<file path="src/rtl/tdw_pkg.sv">
package tdw_pkg;
  localparam int SLOT_W    = 5;
  localparam int NUM_SLOTS = 1 << SLOT_W;
  localparam int LIST_N    = 3;
  localparam int LIST_W    = 2;
  localparam int WORD_W    = 3;
  localparam int ADDR_W    = LIST_W + SLOT_W + WORD_W;

  typedef enum logic [LIST_W-1:0] {
    LST_ISO = 2'd0,
    LST_INT = 2'd1,
    LST_ASY = 2'd2
  } list_e;

  typedef enum logic [2:0] {
    ST_IDLE  = 3'd0,
    ST_FETCH = 3'd1,
    ST_EVAL  = 3'd2,
    ST_REQ   = 3'd3,
    ST_NEXTL = 3'd4
  } state_e;
endpackage

</file>
<file path="src/rtl/tdw_list_cfg.sv">
module tdw_list_cfg import tdw_pkg::*; (
  input  logic [LIST_W-1:0]           list_i,
  input  logic [SLOT_W-1:0]           slot_i,
  input  logic [LIST_N*NUM_SLOTS-1:0] skip_map_i,
  input  logic [LIST_N-1:0]           last_en_i,
  input  logic [LIST_N*SLOT_W-1:0]    last_slot_i,
  output logic                        skip_o,
  output logic                        lst_en_o,
  output logic [SLOT_W-1:0]           lst_slot_o
);
  logic [NUM_SLOTS-1:0] skip_a [LIST_N];
  logic [SLOT_W-1:0]    last_a [LIST_N];

  for (genvar g = 0; g < LIST_N; g++) begin : g_unpack
    assign skip_a[g] = skip_map_i[g*NUM_SLOTS +: NUM_SLOTS];
    assign last_a[g] = last_slot_i[g*SLOT_W +: SLOT_W];
  end

  always_comb begin
    skip_o     = 1'b0;
    lst_en_o   = 1'b0;
    lst_slot_o = '0;
    for (int k = 0; k < LIST_N; k++) begin
      if (list_i == LIST_W'(k)) begin
        skip_o     = skip_a[k][slot_i];
        lst_en_o   = last_en_i[k];
        lst_slot_o = last_a[k];
      end
    end
  end
endmodule

</file>
<file path="src/rtl/tdw_slot_step.sv">
module tdw_slot_step import tdw_pkg::*; (
  input  logic [SLOT_W-1:0] slot_i,
  input  logic [SLOT_W-1:0] ptr_i,
  input  logic              use_ptr_i,
  input  logic              lst_en_i,
  input  logic [SLOT_W-1:0] lst_slot_i,
  output logic [SLOT_W-1:0] next_slot_o,
  output logic              list_end_o
);
  localparam logic [SLOT_W-1:0] MAX_SLOT = SLOT_W'(NUM_SLOTS - 1);

  logic          jump;
  logic [SLOT_W:0] cand;

  // forward-only jump; zero means none
  assign jump        = use_ptr_i && (ptr_i != '0) && (ptr_i > slot_i);
  assign cand        = jump ? {1'b0, ptr_i} : ({1'b0, slot_i} + 1'b1);
  assign next_slot_o = cand[SLOT_W-1:0];
  assign list_end_o  = (slot_i == MAX_SLOT) || (lst_en_i && (cand > {1'b0, lst_slot_i}));
endmodule

</file>
<file path="src/rtl/td_sched_walker.sv">
module td_sched_walker import tdw_pkg::*; #(
  parameter int ACT_BIT   = 0,
  parameter int DONE_BIT  = 1,
  parameter int FLAG_WORD = 0,
  parameter int PTR_WORD  = 4
) (
  input  logic                        clk_i,
  input  logic                        rst_ni,
  input  logic                        sched_en_i,
  input  logic                        sof_i,
  input  logic [LIST_N*NUM_SLOTS-1:0] skip_map_i,
  input  logic [LIST_N-1:0]           last_en_i,
  input  logic [LIST_N*SLOT_W-1:0]    last_slot_i,
  output logic                        rd_en_o,
  output logic [ADDR_W-1:0]           rd_addr_o,
  input  logic [SLOT_W-1:0]           rd_data_i,
  output logic                        req_o,
  input  logic                        ack_i,
  output logic [SLOT_W-1:0]           req_slot_o,
  output logic [LIST_W-1:0]           req_list_o,
  output logic [2:0]                  state_o,
  output logic [LIST_W-1:0]           list_o
);
  state_e            state_q;
  list_e             list_q;
  logic [SLOT_W-1:0] slot_q, ptr_q, next_slot, lst_slot;
  logic [1:0]        fcnt_q;
  logic              act_q, done_q;
  logic              skip_bit, lst_en, list_end, use_ptr;

  tdw_list_cfg u_cfg (
    .list_i      (list_q),
    .slot_i      (slot_q),
    .skip_map_i  (skip_map_i),
    .last_en_i   (last_en_i),
    .last_slot_i (last_slot_i),
    .skip_o      (skip_bit),
    .lst_en_o    (lst_en),
    .lst_slot_o  (lst_slot)
  );

  assign use_ptr = (state_q == ST_EVAL) || (state_q == ST_REQ);

  tdw_slot_step u_step (
    .slot_i      (slot_q),
    .ptr_i       (ptr_q),
    .use_ptr_i   (use_ptr),
    .lst_en_i    (lst_en),
    .lst_slot_i  (lst_slot),
    .next_slot_o (next_slot),
    .list_end_o  (list_end)
  );

  always_comb begin
    rd_en_o   = (state_q == ST_FETCH) && (((fcnt_q == 2'd0) && !skip_bit) || (fcnt_q == 2'd1));
    rd_addr_o = {list_q, slot_q, (fcnt_q == 2'd0) ? WORD_W'(FLAG_WORD) : WORD_W'(PTR_WORD)};
  end

  assign req_o      = (state_q == ST_REQ);
  assign req_slot_o = slot_q;
  assign req_list_o = list_q;
  assign state_o    = state_q;
  assign list_o     = list_q;

  always_ff @(posedge clk_i or negedge rst_ni) begin
    if (!rst_ni) begin
      state_q <= ST_IDLE;
      list_q  <= LST_ISO;
      slot_q  <= '0;
      ptr_q   <= '0;
      fcnt_q  <= '0;
      act_q   <= 1'b0;
      done_q  <= 1'b0;
    end else begin
      unique case (state_q)
        ST_IDLE: if (sof_i && sched_en_i) begin
          state_q <= ST_FETCH;
          list_q  <= LST_ISO;
          slot_q  <= '0;
          fcnt_q  <= '0;
        end
        ST_FETCH: begin
          if (fcnt_q == 2'd0) begin
            if (skip_bit) begin
              if (list_end) state_q <= ST_NEXTL;
              else          slot_q  <= next_slot;
            end else fcnt_q <= 2'd1;
          end else if (fcnt_q == 2'd1) begin
            act_q  <= rd_data_i[ACT_BIT];
            done_q <= rd_data_i[DONE_BIT];
            fcnt_q <= 2'd2;
          end else begin
            ptr_q   <= rd_data_i;
            fcnt_q  <= 2'd0;
            state_q <= ST_EVAL;
          end
        end
        ST_EVAL, ST_REQ: begin
          if ((state_q == ST_EVAL && act_q && !done_q)) begin
            state_q <= ST_REQ;
          end else if (state_q == ST_EVAL || ack_i) begin
            if (list_end) state_q <= ST_NEXTL;
            else begin
              slot_q  <= next_slot;
              fcnt_q  <= 2'd0;
              state_q <= ST_FETCH;
            end
          end
        end
        ST_NEXTL: begin
          if (list_q == LST_ASY) state_q <= ST_IDLE;
          else begin
            list_q  <= list_e'(list_q + 2'd1);
            slot_q  <= '0;
            fcnt_q  <= '0;
            state_q <= ST_FETCH;
          end
        end
        default: state_q <= ST_IDLE;
      endcase
    end
  end

  AST_IDLE_QUIET: assert property (@(posedge clk_i) disable iff (!rst_ni)
    state_q == ST_IDLE |-> !req_o && !rd_en_o);
  AST_LIST_ORDER: assert property (@(posedge clk_i) disable iff (!rst_ni)
    list_q != $past(list_q) |-> (list_q == LIST_W'($past(list_q) + 2'd1)) || (list_q == LST_ISO));
  AST_REQ_LIVE: assert property (@(posedge clk_i) disable iff (!rst_ni)
    req_o |-> act_q && !done_q);
  AST_REQ_HOLD: assert property (@(posedge clk_i) disable iff (!rst_ni)
    req_o && !ack_i |=> req_o && $stable(req_slot_o) && $stable(req_list_o));
  AST_FWD_ONLY: assert property (@(posedge clk_i) disable iff (!rst_ni)
    (list_q == $past(list_q)) && (slot_q != $past(slot_q)) && (state_q != ST_FETCH || $past(state_q) != ST_NEXTL)
      |-> slot_q > $past(slot_q));
  AST_SKIP_NO_EVAL: assert property (@(posedge clk_i) disable iff (!rst_ni)
    state_q == ST_EVAL |-> !skip_bit);
  AST_NOT_PAST_LAST: assert property (@(posedge clk_i) disable iff (!rst_ni)
    (state_q == ST_EVAL) && lst_en |-> slot_q <= lst_slot);
endmodule

</file>
<file path="config.mk">
export PLATFORM = sky130hd
export DESIGN_NAME = td_sched_walker
export DESIGN_NICKNAME = d
export VERILOG_FILES = /design/src/rtl/tdw_pkg.sv /design/src/rtl/tdw_list_cfg.sv /design/src/rtl/tdw_slot_step.sv /design/src/rtl/td_sched_walker.sv
export SDC_FILE = /design/constraint.sdc
export NUM_CORES = 1
export LEC_CHECK = 0
export BUFFER_PORTS_ARGS = -buffer_cell sky130_fd_sc_hd__buf_4
export CAP_MARGIN = 15
export CORE_ASPECT_RATIO = 0.7
export CORE_MARGIN = 8
export CORE_UTILIZATION = 40
export CTS_CLUSTER_DIAMETER = 100
export CTS_CLUSTER_SIZE = 40
export DETAILED_ROUTE_END_ITERATION = 10
export GPL_TIMING_DRIVEN = 0
export HOLD_SLACK_MARGIN = 0.1
export PLACE_DENSITY = 0.75
export SLEW_MARGIN = 20
export SYNTH_ARGS = -nofsm -noshare
export SYNTH_HDL_FRONTEND = slang
export SYNTH_SLANG_ARGS = --single-unit
</file>
<file path="constraint.sdc">
create_clock -name clk_i -period 9.6 [get_ports clk_i]
set_clock_uncertainty 0.05 [all_clocks]
set_input_delay 2.4 -clock clk_i [delete_from_list [all_inputs] [get_ports clk_i]]
set_output_delay 2.4 -clock clk_i [all_outputs]
set_load 0.03 [all_outputs]
</file>
---- Yosys cells after proc, flatten, opt, wreduce, memory -nomap -nowiden ----
Cells that the tools add are included.
cells by class
  eq/ne operators ......................... 20
  reduce and logical (&&, ||, !) cells .... 27
  bitwise logic cells ..................... 2
  magnitude comparators ................... 3
  add/subtract/negate cells ............... 2
  mux-type cells .......................... 46
operators with widths
  cell                                                                           count
  5-bit two-way mux                                                              10
  3-bit two-way mux                                                              9
  5-bit one-hot mux with 4 select lines                                          1
  2-bit two-way mux                                                              9
  1-bit binary-select mux with 5-bit select                                      3
  3-bit != test (second input constant)                                          5
  7-bit AND reduction                                                            2
  2-bit != test (second input constant)                                          6
  3-bit one-hot mux with 4 select lines                                          1
  1-bit two-way mux                                                              10
  3-bit AND reduction                                                            3
  1-bit logical AND                                                              8
  2-bit one-hot mux with 4 select lines                                          1
  5-bit by 1-bit adder with 6-bit output (second input constant)                 1
  3-bit by 2-bit == test with 1-bit output (second input constant)               2
  6-bit by 5-bit greater-than comparator with 1-bit output                       1
  5-bit by 6-bit less-than comparator with 1-bit output (second input constant)  1
  6-bit two-way mux                                                              1
  5-bit == test (second input constant)                                          1
  5-bit greater-than comparator                                                  1
  5-bit AND reduction                                                            1
  5-bit nonzero test                                                             1
  2-bit by 1-bit == test with 1-bit output (second input constant)               2
  2-bit logical NOT                                                              2
  other kinds (13)                                                               18
storage, ports and cells
  output and inout bits ................... 24
  input port bits ......................... 124
  bits in registers ....................... 19

---- Longest topological paths before layout ----
Gate-level depths: netlist of the first run.
  word-level depth ........................ 12
  gate-level depth with buffers ........... 17
  depth with buffers taken out ............ 16

---- By module ----
A second synthesis of the first run with hierarchy kept.
second synthesis, totals
  cell total of the unflattened synthesis .. 275
  area total of the unflattened synthesis .. 2630.0 µm²
by module, submodules not included
  module           instances  area an instance (µm²)  cells each  seq. area each (µm²)
  td_sched_walker  1          1183.6                  109         475.5
  tdw_list_cfg     1          997.2                   115         0.0
  tdw_slot_step    1          449.2                   51          0.0

---- Worst setup path after synthesis of the first run ----
No wires, ideal clock.
  path kind ............................... input to output
  from .................................... input skip_map_i[29]
  to ...................................... output rd_en_o
  path buffers ............................ 0
  stages on the path ...................... 6
  arrival time ............................ 4.048 ns
  setup slack ............................. 3.102 ns
  data required time ...................... 7.150 ns
  path through ............................ mux4_2 > and2_1 > a2111oi_0 > nor3_1 > a221oi_4 > o21a_1
between the ends
  word-level cells in the longest chain between the ends .. 9
ends and longest elaborated chain
  element                                    RTL line               source
  from (decl)                                td_sched_walker.sv:11  input logic [LIST_N*NUM_SLOTS-1:0] skip_map_i,
  1-bit binary-select mux with 5-bit select  tdw_list_cfg.sv:25     skip_o = skip_a[k][slot_i];
  1-bit two-way mux (implied by the code)    tdw_list_cfg.sv:25
  1-bit two-way mux (3 in series)            tdw_list_cfg.sv:24     if (list_i == LIST_W'(k)) begin
  1-bit logical NOT                          td_sched_walker.sv:55  rd_en_o = (state_q == ST_FETCH) && (((fcnt_q == 2'd0) && !skip_bit) || (fcnt_q == 2'd1));
  1-bit logical AND                          td_sched_walker.sv:55
  1-bit logical OR                           td_sched_walker.sv:55
  1-bit logical AND                          td_sched_walker.sv:55
  to (decl)                                  td_sched_walker.sv:14  output logic rd_en_o,
Every way passes these cells. The select of a mux whose other input is x is not followed.

---- Worst setup path in the final report of the first run ----
  from .................................... input skip_map_i[76]
  to ...................................... output rd_en_o
between the ends
  word-level cells in the longest chain between the ends .. 7
ends and longest elaborated chain
  element                                    RTL line
  1-bit binary-select mux with 5-bit select  tdw_list_cfg.sv:25
  1-bit two-way mux (implied by the code)    tdw_list_cfg.sv:25
  1-bit two-way mux                          tdw_list_cfg.sv:24
  1-bit logical NOT                          td_sched_walker.sv:55
  1-bit logical AND                          td_sched_walker.sv:55
  1-bit logical OR                           td_sched_walker.sv:55
  1-bit logical AND                          td_sched_walker.sv:55
Every way passes these cells. The select of a mux whose other input is x is not followed.

==> metrics, run 1 <==
growth of design area from synthesis to finish=50.5%; post-CTS setup repair buffer count=0; Max Clk Rate=approximately 0.15 GHz; core area=approximately 0.0058 mm^2; top flip-flop cell by instance count after synthesis=sky130_fd_sc_hd__dfrtp_1; FF+latch area=between 400 and 500 um^2; dpl hpwl=a little under 8000 um; wire length reported by the detailed router=9030 um; RSZ-0062 raised after global routing=no; antenna violations before repair=0; Ant. Diodes=0; final core area utilization=0.631; Slew Limit Fails=0; max capacitance violation total=0; max-slew headroom at the worst pin=0.306; GRT Residual Overflow=0; count of flip-flops with a built-in enable after synthesis=0; Die Footprint=between 0.008 and 0.009 mm^2; drt wl/cell=approximately 19 um; Crit path arrival time=4.36 ns; hold bufs inserted after CTS=0; Tightest Hold Check Type=reg2reg; number of cells in the finished layout apart from fillers=471; slowest cell on the critical path=sky130_fd_sc_hd__a2111oi_0; delay contributed by the slowest stage of the critical path=0.55 ns; leakage power total=around 1.8 nW; Yosys top cell area share=0.222; Final Instance Area=between 0.003 and 0.004 mm^2; post-CTS resize count=0; vias in the first global route=approximately 2,700; most common cell after layout, fill and taps aside=sky130_fd_sc_hd__buf_4; Seq cells post-synth=19; ratio of routed vias to standard cells=5.56; placed standard-cell area=0.00362 mm^2; final number of setup-violating endpoints=0; Seq/Total Area, Yosys=0.195; category of the most critical setup path=in2out; startpoint type of the worst setup path=input pin; global-route wire length before repair=approximately 14,000 um; number of sinks handled by clock tree synthesis=19; Area contributors post-synth=sky130_fd_sc_hd__mux4_2 22%, sky130_fd_sc_hd__dfrtp_1 20%, sky130_fd_sc_hd__ha_1 7.7%, sky130_fd_sc_hd__mux2i_1 3.7%, sky130_fd_sc_hd__buf_4 3.7%; unique cell type count in the Yosys netlist=54; number of nets in the layout=approximately 540; area of the multi-input gates=~0.0018 mm^2; leading area contributor after synthesis=sky130_fd_sc_hd__mux4_2; period utilization=0.709; global routing usage summed across all routing layers=0.199; Fin Setup TNS=0 ns; CTS clock-pin slew for the worst setup and hold paths=0.07 ns; boundary pin count=~150; clock insertion delay at the later pin of the skew report=approximately 0.26 ns; commonest non-fill, non-tap cells in the layout=157 x sky130_fd_sc_hd__buf_4, 24 x sky130_fd_sc_hd__mux4_2, 19 x sky130_fd_sc_hd__dfrtp_1; post-route minimum period=a little under 7 ns; TritonRoute pass-1 iters=4; PwrDens=between 200 and 300 mW/mm^2; Detailed Route Iter0 Violations=around 190; number of buffers created by CTS=3; async set-or-reset flop fraction in the synthesized netlist=1.00; Worst Hold Slack=0.463 ns; critical-path maximum fanout=4; TritonCTS clock tree=done; root buf cell=sky130_fd_sc_hd__clkbuf_8; number of I/O port buffers=145; number of cell rows=23; CP Data Required Time=7.15 ns; number of standard cells after synthesis=246; maximum buffer depth of the clock tree=2; netlist area before placement=0.00244 mm^2; outcome=finished, final reports clean; die width=between 100 and 150 um; Initial Util=0.419; critical-path cell list=buf_4 -> nor2b_1 -> a2111oi_0 -> o41ai_1 -> a211o_1 -> a221oi_4 -> o21a_1 -> buf_4; worst-margin pin slew=just over 1 ns; type of destination of the critical path=primary output; maximum number of pins on one net before global-route repair=20; die height=around 80 um; CTS HTree Levels=1; FILL cells=approximately 520; Routability Congestion=0.845; # placed instances=about 470; fraction of final layout cells with drive strength greater than 1=0.505; Avg Cell Area, Syn=between 9 and 10 um^2; antenna violation net count after detailed routing=0; Remaining DRCs=0; Hold Violations, Final=0; Ys Warns=0; most used cell, CP=sky130_fd_sc_hd__buf_4; IR Drop Worst-Case VDD=178 uV; number of vias after detailed routing=2,620
-- final cells by class --
type / instances / area share
multi-input cells: 188 / 0.480
repair buffers: 145 / 0.297
flip-flops and latches: 19 / 0.130
plain buffers: 24 / 0.0396
inverters: 16 / 0.0164
clock buffers: 4 / 0.0123
well taps: 75 / 0.0256
-- path summary, 6_finish.rpt --
path,start,endpoint,slack [ns],depth (start not counted)
min,act_q,act_q,0.46,1
max,skip_map_i[76],rd_en_o,2.79,8
max reg2reg,req_slot_o[1],req_slot_o[2],4.72,17
min in group asynchronous,rst_ni,req_slot_o[0],1.95,1
max in group asynchronous,rst_ni,fcnt_q[0],7.34,1
min reg2reg,act_q,act_q,0.46,1
-- registers in the layout (all words and copies together) (netlist names) --
register / flops
ptr_q: 5
req_slot_o: 5
state_o: 3
fcnt_q: 2
list_o: 2
act_q: 1
done_q: 1
-- kinds of logic after synthesis --
logic type / count (synthesis) / share of synthesized area
buffers and inverters: 40 / 0.0842
xor gates and xnor gates: 2 / 0.00719
other: 1 / 0.00154
muxes: 41 / 0.296
and+or+nand+nor: 62 / 0.127
adders and majority gates: 15 / 0.0770
DFF: 19 / 0.195
AOI/OAI and AO/OA: 66 / 0.212
-- per-stage QoR --
step,setup WS (ns),total power [mW]
floorplan,3.10,0.783
global placement,2.83,1.00
detailed placement,2.82,1.03
CTS,2.82,1.09
global route,2.70,1.18
finish,2.79,1.09
-- Yosys cell counts, drive strengths merged (6+ instances only) --
master / number
mux4: 24
o32ai: 6
o21ai: 16
nor2b: 6
inv: 16
mux2: 8
buf: 16
mux2i: 9
clkbuf: 8
dfrtp: 19
a21oi: 7
nor2: 12
nand2: 18
ha: 15
-- critical path: cells and delay by family --
family	cells	cell delay [ns]
compound gates	5	1.58
buf+inv	2	0.26
simple gates	1	0.11
-- routing by layer --
| metal | GRT usage | wire length, um |
|---|---|---|
| met2 | 0.330 | 4370 |
| met4 | 0.0174 | 47 |
| met3 | 0.0427 | 734 |
| met5 | 0 | 0 |
| met1 | 0.271 | 3880 |
-- where the power goes --
| group | leakage [nW] | internal, mW | switching [mW] |
|---|---|---|---|
| clock | 0.0228 | 0.0296 | 0.0279 |
| combinational | 1.50 | 0.401 | 0.472 |
| sequential | 0.241 | 0.116 | 0.0452 |
(Power assumes the default switching activity.)
==> inputs of run 2 (changes only) <==
--- a/config.mk
+++ b/config.mk
@@ -15,7 +15,7 @@
 export DETAILED_ROUTE_END_ITERATION = 10
 export GPL_TIMING_DRIVEN = 0
 export HOLD_SLACK_MARGIN = 0.1
-export PLACE_DENSITY = 0.75
+export PLACE_DENSITY = 0.78
 export SLEW_MARGIN = 20
 export SYNTH_ARGS = -nofsm -noshare
 export SYNTH_HDL_FRONTEND = slang
==> constraint.sdc (replaced) <==
create_clock -name clk_i -period 6.07 [get_ports clk_i]
set_clock_uncertainty 0.05 [all_clocks]
set_input_delay 1.5175 -clock clk_i [delete_from_list [all_inputs] [get_ports clk_i]]
set_output_delay 1.5175 -clock clk_i [all_outputs]
set_load 0.03 [all_outputs]
==> run 2 against run 1 <==
Against the previous run: register-to-register slack worse by 3.5 ns; hold slack got worse by 0.0064 ns; core utilization increased by 0.11 points; sequential power up 57%; critical endpoint unchanged; largest power group unchanged.
==> metrics, run 2 (synthesized netlist as in run 1, its figures left out) <==
outcome=finished, final reports clean; category of the most critical setup path=in2out; RSZ-0062 raised after global routing=no; post-route minimum period=4.99 ns; Die Footprint=0.00889 mm^2; Hold EP=act_q; die width=about 110 um; FILL cells=506; number of cells in the finished layout apart from fillers=471; number of vias after detailed routing=between 2,000 and 3,000; slowest cell on the critical path=sky130_fd_sc_hd__mux4_2; type of destination of the critical path=primary output; number of sinks handled by clock tree synthesis=19; max-slew headroom at the worst pin=0.534; Detailed Route Iter0 Violations=between 100 and 150; commonest non-fill, non-tap cells in the layout=157 x sky130_fd_sc_hd__buf_4, 24 x sky130_fd_sc_hd__mux4_2, 19 x sky130_fd_sc_hd__dfrtp_1; growth of design area from synthesis to finish=50.8%; CTS clock-pin slew for the worst setup and hold paths=approximately 0.07 ns; fraction of final layout cells with drive strength greater than 1=0.508; clock insertion delay at the later pin of the skew report=around 0.26 ns; Crit path arrival time=roughly 3.4 ns; leakage power total=1.77 nW; CP Data Required Time=between 4 and 5 ns; TritonRoute pass-1 iters=4; TritonCTS clock tree=done; root buf cell=sky130_fd_sc_hd__clkbuf_8; global-route wire length before repair=about 14,000 um; die height=~81 um; delay contributed by the slowest stage of the critical path=approximately 0.46 ns; Ant. Diodes=0; Routability Congestion=about 0.85; antenna violation net count after detailed routing=0; Tightest Hold Check Type=reg2reg; Remaining DRCs=0; global routing usage summed across all routing layers=0.190; post-CTS setup repair buffer count=0; startpoint type of the worst setup path=input pin; startpoint of the worst register-to-register path=req_slot_o[1]; GRT Residual Overflow=0; vias in the first global route=around 2,700; antenna violations before repair=0; Hold Violations, Final=0; critical-path maximum fanout=4; maximum buffer depth of the clock tree=2; max capacitance violation total=0; ratio of routed vias to standard cells=5.73; number of I/O port buffers=145; final number of setup-violating endpoints=0; worst reg-to-reg path cell count=17; boundary pin count=around 150; # placed instances=~470; startpoint of the worst hold path=act_q; PwrDens=roughly 470 mW/mm^2; worst-margin pin slew=between 0.6 and 0.7 ns; maximum number of pins on one net before global-route repair=20; CTS HTree Levels=1; Initial Util=0.419; critical-path cell list=buf_4 -> mux4_2 -> mux2_1 -> o311ai_1 -> nor3_1 -> a221oi_4 -> o21a_1 -> buf_4; period utilization=0.821; terminus of the critical flop-to-flop path=req_slot_o[2]; final core area utilization=0.632; area of the multi-input gates=0.00177 mm^2; core area=around 0.0058 mm^2; IR Drop Worst-Case VDD=approximately 250 uV; dpl hpwl=about 7400 um; R2R setup slack=1.24 ns; drt wl/cell=approximately 19 um; launching instance or port of the critical path=skip_map_i[17]; most used cell, CP=sky130_fd_sc_hd__buf_4; wire length reported by the detailed router=between 8000 and 9000 um; hold bufs inserted after CTS=0; post-CTS resize count=0; most common cell after layout, fill and taps aside=sky130_fd_sc_hd__buf_4; number of buffers created by CTS=3; number of cell rows=23; Fin Setup TNS=0 ns; number of nets in the layout=roughly 540; Max Clk Rate=between 0.2 and 0.25 GHz; Slew Limit Fails=0; FF+latch area=about 480 um^2; number of cells on the worst hold path=1
==> run 2: worst max path at each step <==
stage	to	depth (start not counted)
after floorplan	rd_en_o	6
after global placement	rd_en_o	8
after detailed placement	rd_en_o	8
after CTS	rd_en_o	8
after global routing	req_slot_o[2]	17
final	rd_en_o	8
==> run 2: critical path: cells and delay by family <==
kind / cells / cell delay (ns)
compound gates: 3 / 0.71
simple gates: 1 / 0.16
mux: 2 / 0.76
buf+inv: 2 / 0.27
==> run 2: routing by layer <==
layer | track usage | wire length (um) | vias up
met5 | 0 | 0 | -
met4 | 0.0161 | 12 | 0
met3 | 0.0569 | 948 | 2
met2 | 0.309 | 4090 | 148
met1 | 0.255 | 3670 | 1286
li1 | - | - | 1261
==> run 2: layout make-up <==
| cell class | instances | area share |
|---|---|---|
| Tap cell | 75 | 0.0255 |
| Buffer | 24 | 0.0395 |
| Multi-Input combinational cell | 188 | 0.481 |
| Sequential cell | 19 | 0.129 |
| Inverter | 16 | 0.0163 |
| Clock buffer | 4 | 0.0123 |
| Timing Repair Buffer | 145 | 0.296 |
==> run 2: report_power, final <==
part / internal, mW / switching [mW]
Clock: 0.0468 / 0.0446
Sequential: 0.184 / 0.0712
Combinational: 0.634 / 0.741
==> run 2: per-stage QoR <==
step	setup slack (ns)	instance area, um^2	total power [mW]	hold WS, ns
floorplan	1.34	2440	1.24	0.420
global placement	1.06	3620	1.58	0.432
detailed placement	1.07	3620	1.62	0.446
CTS	1.07	3670	1.72	0.461
global route	0.837	3670	1.87	0.485
finish	1.08	3670	1.72	0.457
